## config.mk

```make
export PLATFORM = sky130hd
export DESIGN_NAME = gpio_override_port
export DESIGN_NICKNAME = d
export VERILOG_FILES = /design/src/rtl/gpio_ovr_pkg.sv /design/src/rtl/gpio_ovr_ctrl.sv /design/src/rtl/gpio_ovr_sync.sv /design/src/rtl/gpio_ovr_datapath.sv /design/src/rtl/gpio_override_port.sv
export SDC_FILE = /design/constraint.sdc
export NUM_CORES = 1
export LEC_CHECK = 0
export BUFFER_PORTS_ARGS = -buffer_cell sky130_fd_sc_hd__buf_2
export CORE_UTILIZATION = 39
export CTS_BUF_LIST = sky130_fd_sc_hd__clkbuf_16
export CTS_CLUSTER_DIAMETER = 30
export DETAILED_ROUTE_END_ITERATION = 8
export GPL_TIMING_DRIVEN = 0
export HOLD_SLACK_MARGIN = 0.06
export PLACE_DENSITY = 0.74
export SLEW_MARGIN = 10
export SYNTH_ARGS = -nofsm -noshare
export SYNTH_HDL_FRONTEND = slang
export SYNTH_SLANG_ARGS = --single-unit
```

## constraint.sdc

```tcl
create_clock -name clk -period 1.4 [get_ports clk]
set_input_delay 0.07 -clock clk [delete_from_list [all_inputs] [get_ports clk]]
set_output_delay 0.07 -clock clk [all_outputs]
set_load 0.005 [all_outputs]
```

## src/rtl/gpio_ovr_pkg.sv

```systemverilog
package gpio_ovr_pkg;
  localparam int ADDR_W = 2;
  localparam logic [ADDR_W-1:0] ADDR_OUT = 2'd0;
  localparam logic [ADDR_W-1:0] ADDR_PIN = 2'd1;
  localparam logic [ADDR_W-1:0] ADDR_DIR = 2'd2;

  typedef enum logic [1:0] {
    RD_OUT  = 2'd0,
    RD_PIN  = 2'd1,
    RD_DIR  = 2'd2,
    RD_NONE = 2'd3
  } rdSel_e;

  typedef struct packed {
    logic   wrOut;
    logic   wrDir;
    rdSel_e rdSel;
  } ctrlStrobes_t;
endpackage

```

## src/rtl/gpio_ovr_ctrl.sv

```systemverilog
module gpio_ovr_ctrl
  import gpio_ovr_pkg::*;
(
  input  logic [ADDR_W-1:0] busAddr,
  input  logic              busWe,
  output ctrlStrobes_t      strobes
);
  always_comb begin
    strobes = '{wrOut: 1'b0, wrDir: 1'b0, rdSel: RD_NONE};
    unique case (busAddr)
      ADDR_OUT: begin
        strobes.wrOut = busWe;
        strobes.rdSel = RD_OUT;
      end
      ADDR_DIR: begin
        strobes.wrDir = busWe;
        strobes.rdSel = RD_DIR;
      end
      ADDR_PIN: strobes.rdSel = RD_PIN;
      default:  strobes.rdSel = RD_NONE;
    endcase
  end
endmodule

```

## src/rtl/gpio_ovr_sync.sv

```systemverilog
module gpio_ovr_sync #(
  parameter int W      = 8,
  parameter int STAGES = 2
) (
  input  logic         clk,
  input  logic         rstN,
  input  logic [W-1:0] din,
  output logic [W-1:0] dout
);
  logic [W-1:0] stg [STAGES];

  always_ff @(posedge clk or negedge rstN) begin
    if (!rstN) begin
      for (int k = 0; k < STAGES; k++) stg[k] <= '0;
    end else begin
      stg[0] <= din;
      for (int k = 1; k < STAGES; k++) stg[k] <= stg[k-1];
    end
  end

  assign dout = stg[STAGES-1];
endmodule

```

## src/rtl/gpio_ovr_datapath.sv

```systemverilog
module gpio_ovr_datapath
  import gpio_ovr_pkg::*;
#(
  parameter int           W           = 8,
  parameter logic [W-1:0] IMPL_MASK   = 8'hC3,
  parameter int           SYNC_STAGES = 2,
  parameter int           CAN_TX_BIT  = 7,
  parameter int           CAN_RX_BIT  = 6,
  parameter int           IIC_SCL_BIT = 7,
  parameter int           IIC_SDA_BIT = 6
) (
  input  logic         clk,
  input  logic         rstN,
  input  ctrlStrobes_t strobes,
  input  logic [W-1:0] busWdata,
  output logic [W-1:0] busRdata,
  input  logic [W-1:0] padIn,
  output logic [W-1:0] padOe,
  output logic [W-1:0] padOut,
  input  logic         canEn,
  input  logic         canTx,
  input  logic         iicEn,
  input  logic         iicSclDrv,
  input  logic         iicSdaDrv
);
  logic [W-1:0] dirReg;
  logic [W-1:0] outReg;
  logic [W-1:0] syncIn;
  logic [W-1:0] pinView;
  logic [W-1:0] dataView;

  always_ff @(posedge clk or negedge rstN) begin
    if (!rstN) begin
      dirReg <= '0;
      outReg <= '0;
    end else begin
      if (strobes.wrDir) dirReg <= busWdata & IMPL_MASK;
      if (strobes.wrOut) outReg <= busWdata & IMPL_MASK;
    end
  end

  gpio_ovr_sync #(.W(W), .STAGES(SYNC_STAGES)) u_sync (
    .clk  (clk),
    .rstN (rstN),
    .din  (padIn),
    .dout (syncIn)
  );

  assign pinView  = syncIn & IMPL_MASK;
  assign dataView = ((dirReg & outReg) | (~dirReg & syncIn)) & IMPL_MASK;

  always_comb begin
    unique case (strobes.rdSel)
      RD_OUT:  busRdata = dataView;
      RD_PIN:  busRdata = pinView;
      RD_DIR:  busRdata = dirReg;
      default: busRdata = '0;
    endcase
  end

  for (genvar i = 0; i < W; i++) begin : g_pin
    if (!IMPL_MASK[i]) begin : g_absent
      assign padOe[i]  = 1'b0;
      assign padOut[i] = 1'b0;
    end else begin : g_present
      logic pinOe;
      logic pinOut;
      always_comb begin
        pinOe  = dirReg[i];
        pinOut = outReg[i];
        if (canEn && i == CAN_TX_BIT) begin
          pinOe  = 1'b1;
          pinOut = canTx;
        end else if (canEn && i == CAN_RX_BIT) begin
          pinOe  = 1'b0;
          pinOut = 1'b0;
        end else if (iicEn && i == IIC_SCL_BIT) begin
          pinOe  = ~iicSclDrv;
          pinOut = 1'b0;
        end else if (iicEn && i == IIC_SDA_BIT) begin
          pinOe  = ~iicSdaDrv;
          pinOut = 1'b0;
        end
      end
      assign padOe[i]  = pinOe;
      assign padOut[i] = pinOut;
    end
  end
endmodule

```

## src/rtl/gpio_override_port.sv

```systemverilog
module gpio_override_port
  import gpio_ovr_pkg::*;
#(
  parameter int          W           = 8,
  parameter logic [7:0]  IMPL_MASK   = 8'hC3,
  parameter int          SYNC_STAGES = 2
) (
  input  logic              clk,
  input  logic              rstN,
  input  logic [ADDR_W-1:0] busAddr,
  input  logic              busWe,
  input  logic [W-1:0]      busWdata,
  output logic [W-1:0]      busRdata,
  input  logic [W-1:0]      padIn,
  output logic [W-1:0]      padOe,
  output logic [W-1:0]      padOut,
  input  logic              canEn,
  input  logic              canTx,
  output logic              canRx,
  input  logic              iicEn,
  input  logic              iicSclDrv,
  input  logic              iicSdaDrv,
  output logic              iicSclIn,
  output logic              iicSdaIn
);
  localparam int CAN_TX_BIT  = 7;
  localparam int CAN_RX_BIT  = 6;
  localparam int IIC_SCL_BIT = 7;
  localparam int IIC_SDA_BIT = 6;

  ctrlStrobes_t strobes;

  gpio_ovr_ctrl u_ctrl (
    .busAddr (busAddr),
    .busWe   (busWe),
    .strobes (strobes)
  );

  gpio_ovr_datapath #(
    .W           (W),
    .IMPL_MASK   (IMPL_MASK[W-1:0]),
    .SYNC_STAGES (SYNC_STAGES),
    .CAN_TX_BIT  (CAN_TX_BIT),
    .CAN_RX_BIT  (CAN_RX_BIT),
    .IIC_SCL_BIT (IIC_SCL_BIT),
    .IIC_SDA_BIT (IIC_SDA_BIT)
  ) u_dp (
    .clk       (clk),
    .rstN      (rstN),
    .strobes   (strobes),
    .busWdata  (busWdata),
    .busRdata  (busRdata),
    .padIn     (padIn),
    .padOe     (padOe),
    .padOut    (padOut),
    .canEn     (canEn),
    .canTx     (canTx),
    .iicEn     (iicEn),
    .iicSclDrv (iicSclDrv),
    .iicSdaDrv (iicSdaDrv)
  );

  assign canRx    = padIn[CAN_RX_BIT];
  assign iicSclIn = padIn[IIC_SCL_BIT];
  assign iicSdaIn = padIn[IIC_SDA_BIT];
endmodule

```

==> run summary, run 1 <==
Fin. Hold Viols: 0
Clock Sinks: 16
Largest stage delay, worst path: 0.37 ns
initial antenna violation count: 0
period utilization: 96.53%
Mapped Cells: 76
largest fanout on the critical path: 2
P per Cell Area: 1155 nW/um2
Synth Cell Area: 860.8 um2
ant diodes: 0
Vias: 650
row count: 16
RSZ-0062 raised after global routing: no
CP Cell Sequence: or2_4 -> a21o_1 -> buf_4 -> buf_2
initial core utilization: 42.57%
Worst path slowest cell: dfrtp_1
Clock Latency Late Sink: 0.25 ns
post-route ant nets: 0
Data arrival, critical path: 1.28 ns
DRT Pass-1 Iters: 3
gr usage total: 14.25%
Worst Hold Class: in -> reg
dpl ws: 0.2598 ns
Slew Viols, Final: 0
status: finished clean
clock period minus worst slack: 1.351 ns
Yosys warning count: 0
largest net degree at the start of global routing: 17
critical path type: reg -> out
Lkg Pwr: 0.0006616 uW
Die ar.: 2399 um2
first-pass GRT wire length: 2532 um
reg2reg setup slack: 0.53 ns
Area Growth Syn to Fin: 42.88%
setup ws final: 0.04856 ns
TritonCTS clock tree: yes
# port buffers: 31
synthesized flop and latch total: 16
htree depth: 1
total grt overflow: 0
f_max: 740.0 MHz
Worst VDD drop: 0.6298 mV
# placed instances: 145
number of global-route vias before repair: 615
setup violators final: 0
core footprint: 2022 um2
fillers: 176
synthesized area per cell: 11.33 um2
Inserted Clock Buffers: 3
# IOs: 53
number of DRC markers in iteration 0: 3
Final Power: 1421 uW
Non-Filler Instances: 155
final net count: 155
Final HPWL DP: 1090 um
CP endpoint kind: output port
Die Ht: 48.98 um
required time of the worst setup path: 1.33 ns
number of max-cap violations: 0
drt total wl: 1511 um
sequential element share of the synthesized area: 46.51%
die width: 48.98 um
Root Buffer: clkbuf_16
clock skew: 0.002612 ns
clk buf depth: 2
crit start category: flop
DR WL/cell: 9.748 um
setup TNS: 0 ns
Reg clk slew, reported paths: 0.05 ns
post-synthesis cell type count: 16
layout cell share with drive strength beyond 1: 53.91%
Vias/cell: 4.194
GPL Wtd Cong: 0.6197
drt drc: 0
[synthesized netlist by cell type]
cell / number / share of area, %
nand2b_1: 9 / 6.5
nor3b_1: 1 / 0.87
nor3b_4: 1 / 2.2
dfrtp_1: 16 / 47
nor2_1: 5 / 2.2
a21o_1: 1 / 0.87
mux2_2: 8 / 10
mux2i_1: 4 / 4.7
or2_2: 1 / 0.73
buf_6: 1 / 1.3
conb_1: 1 / 0.44
o21ai_0: 1 / 0.58
buf_4: 23 / 20
nand3b_1: 1 / 0.87
nand2_1: 2 / 0.87
a211oi_1: 1 / 0.87
[state kept, by name (all words and copies together) (netlist names)]
| register | flops |
|---|---|
| u_dp.u_sync.stg | 4 |
| u_dp.u_sync.dout | 4 |
| u_dp.dirReg | 4 |
| u_dp.outReg | 4 |
[logic make-up after synthesis]
group	count (synthesis)	synth area share, %
and+or+nand+nor	20	14.25
AOI/OAI and AO/OA	3	2.326
buffers and inverters	24	21.37
other	1	0.4356
muxes	12	15.12
DFF	16	46.51
[cell usage in the layout (no fill, tap or decap), drive strengths merged]
| cell | instances |
|---|---|
| a211oi | 1 |
| a21o | 1 |
| buf | 56 |
| clkbuf | 3 |
| clkinv | 1 |
| conb | 12 |
| dfrtp | 16 |
| dlygate4sd3 | 5 |
| mux2 | 8 |
| mux2i | 4 |
| nand2 | 2 |
| nand2b | 9 |
| nand3b | 1 |
| nor2 | 5 |
| nor3b | 2 |
| o21ai | 1 |
| or2 | 1 |
[worst max-delay path, delay by kind of cell, from the launching register on]
kind            cells  cell delay, ns
buf+inv             2            0.24
flops               1            0.37
simple gates        1            0.24
compound gates      1            0.18
[power breakdown]
part	internal [uW]	total (uW)	switching, uW
Sequential	519	552	32.6
Combinational	200	308	108
Clock	379	560	181
[path summary, 6_finish.rpt]
kind / start / endpoint / cells past startpoint
min: busWdata[1] / u_dp.outReg[1] / 2
max in group asynchronous: rstN / u_dp.dirReg[1] / 2
min reg2reg: u_dp.u_sync.stg[8] / u_dp.u_sync.dout[0] / 0
min in group asynchronous: rstN / u_dp.u_sync.stg[15] / 2
max reg2reg: u_dp.dirReg[7] / u_dp.dirReg[7] / 2
max: u_dp.dirReg[7] / padOe[7] / 4
[layer usage]
layer | wire length, um | track usage [%] | part of all wire (%)
met3 | 106 | 3.427 | 7.0
met1 | 575 | 14.12 | 38
met4 | 36 | 8.824 | 2.4
met2 | 794 | 26.39 | 53
met5 | 0 | 0 | 0
[through the flow]
stage	instance area (um2)	hold slack (ns)	util (%)
after global routing	1230	0.07390	60.83
final	1230	0.06831	60.83
after floorplan	902.1	-0.2256	-
after detailed placement	1091	-0.0005725	53.96
after global placement	1091	-0.01055	53.96
after CTS	1227	0.06653	60.71
[layout make-up]
cell class / instances / area, um2 / area share [%]
sequential: 16 / 400.4 / 32.55
timing repair buffer: 37 / 212.7 / 17.29
clock buffer: 3 / 75.07 / 6.104
multi-input combinational: 47 / 320.3 / 26.04
clock inverter: 1 / 3.754 / 0.3052
buffer: 24 / 183.9 / 14.95
tap: 27 / 33.78 / 2.747
[repair_timing]
item                                   in CTS  in global routing
setup endpoints to repair                   1                  1
gates resized for setup                     0                  1
setup buffers                               1                  0
endpoints found under the hold margin      20                  0
cloned                                      0                  0
hold buffers                                5                  0
pin swaps                                   1                  1
Power figures use the tool's default switching activity.
==> run 2, diff against run 1 <==
- REMOVE_ABC_BUFFERS: unset -> 1
==> run 2 against run 1 <==
  * Power is 8.4% lower
  * Wire length decreased by 16%
  * Critical path type unchanged
  * Sequential share of layout area increased by 6.0 points
  * Clock power decreased by 5.9%
  * Non-clock buffer count is 24 lower
  * Critical endpoint unchanged
  * Cell area down 16%
==> run summary, run 2 (synthesis results as in run 1) <==
reg2reg setup slack: 0.62 ns
Die Ht: 48.98 um
sequential fraction of design power: 42.8%
r2r endpoint: u_dp.dirReg[1]
reg2reg start: u_dp.dirReg[1]
most frequent cells in the layout: 32 x buf_2, 16 x dfrtp_1, 12 x conb_1
Sw Pwr: 281.4 uW
Critical Path Source: u_dp.dirReg[7]
htree depth: 1
P per Cell Area: 1255 nW/um2
Slew Viols, Final: 0
Inserted Clock Buffers: 3
Logic pwr share: 16.8%
Fin. Hold Viols: 0
final net count: 131
number of max-cap violations: 0
Fin Hold WS: 0.06927 ns
Root Buffer: clkbuf_16
switching share of power: 21.63%
# port buffers: 32
WHS Endpoint: u_dp.dirReg[0]
Clock Latency Late Sink: 0.24 ns
Vias: 575
hold path depth: 2
status: finished clean
Non-Filler Instances: 130
layout cell share with drive strength beyond 1: 43.69%
crit start category: flop
Area Growth Syn to Fin: 20.49%
CP endpoint kind: output port
Lkg Pwr: 0.0005329 uW
setup violators final: 0
largest net degree at the start of global routing: 17
Die ar.: 2399 um2
ant diodes: 0
row count: 16
drt drc: 0
Reg clk slew, reported paths: 0.04 ns
clock period minus worst slack: 1.277 ns
post-route ant nets: 0
core footprint: 2022 um2
gr usage total: 12.34%
period utilization: 91.19%
commonest non-fill, non-tap cell in the layout: buf_2
beginning of the worst hold path: busWdata[0]
largest fanout on the critical path: 3
number of global-route vias before repair: 492
DRT Pass-1 Iters: 4
first-pass GRT wire length: 2118 um
required time of the worst setup path: 1.33 ns
drt total wl: 1263 um
Data arrival, critical path: 1.21 ns
Clock Sinks: 16
RSZ-0062 raised after global routing: no
final core occ: 51.30%
Internal Pwr Total: 1020 uW
die width: 48.98 um
clk buf depth: 2
# placed instances: 122
initial antenna violation count: 0
cells on worst reg2reg path: 1
number of DRC markers in iteration 0: 5
initial core utilization: 42.57%
setup TNS: 0 ns
clock skew: 0.0002765 ns
GPL Wtd Cong: 0.6330
critical path type: reg -> out
clock power share: 40.5%
TritonCTS clock tree: yes
# IOs: 53
Worst VDD drop: 0.9050 mV
Vias/cell: 4.423
Worst Hold Class: in -> reg
fillers: 193
DR WL/cell: 9.715 um
f_max: 783.3 MHz
total grt overflow: 0
## run 2: cell type report
cell class                      instances  area [um2]  area share [%]
Sequential cell                        16       400.4           38.60
Timing Repair Buffer                   37       210.2           20.27
Multi-Input combinational cell         47       317.8           30.64
Clock buffer                            3       75.07           7.238
Tap cell                               27       33.78           3.257
## run 2: timing repair
action,in CTS,in global routing
buffers inserted,0,0
endpoints found under the hold margin,20,0
gates resized for setup,0,0
hold buffers,5,0
setup endpoints to repair,0,0
## run 2: worst max-delay path, stage by stage, from the launching register on
cell	delay, ns
dfrtp_1	0.38
or2_2	0.29
a21o_1	0.17
buf_2	0.12
## run 2: how the worst max path moves through the flow
stage	to	cells after the start	slack [ns]
floorplan	padOe[7]	2	0.51
global placement	u_dp.outReg[1]	3	0.38
detailed placement	u_dp.outReg[0]	3	0.36
CTS	padOe[7]	3	0.11
global route	padOe[7]	3	0.08
finish	padOe[7]	3	0.12
## run 2: power groups by stage
stage	clock network (uW)	registers, uW	logic, uW
after global placement	0	559	205
after detailed placement	0	564	212
final	527	556	218
after CTS	539	558	223
after global routing	563	563	245
after floorplan	0	556	106
## run 2: per-layer routing
layer / track usage (%) / up-vias / wire [um]
li1: - / 268 / -
met1: 14.37 / 264 / 534
met2: 18.98 / 38 / 573
met3: 3.115 / 5 / 113
met4: 10.29 / 0 / 42
met5: 0 / - / 0
## run 2: per-stage QoR
step / total power, uW / instance area, um2 / worst slack (ns)
after detailed placement: 776.5 / 912.1 / 0.3623
after CTS: 1320 / 1037 / 0.1129
after floorplan: 662.6 / 718.2 / 0.5082
final: 1301 / 1037 / 0.1234
after global placement: 763.7 / 912.1 / 0.3778
after global routing: 1371 / 1037 / 0.08133
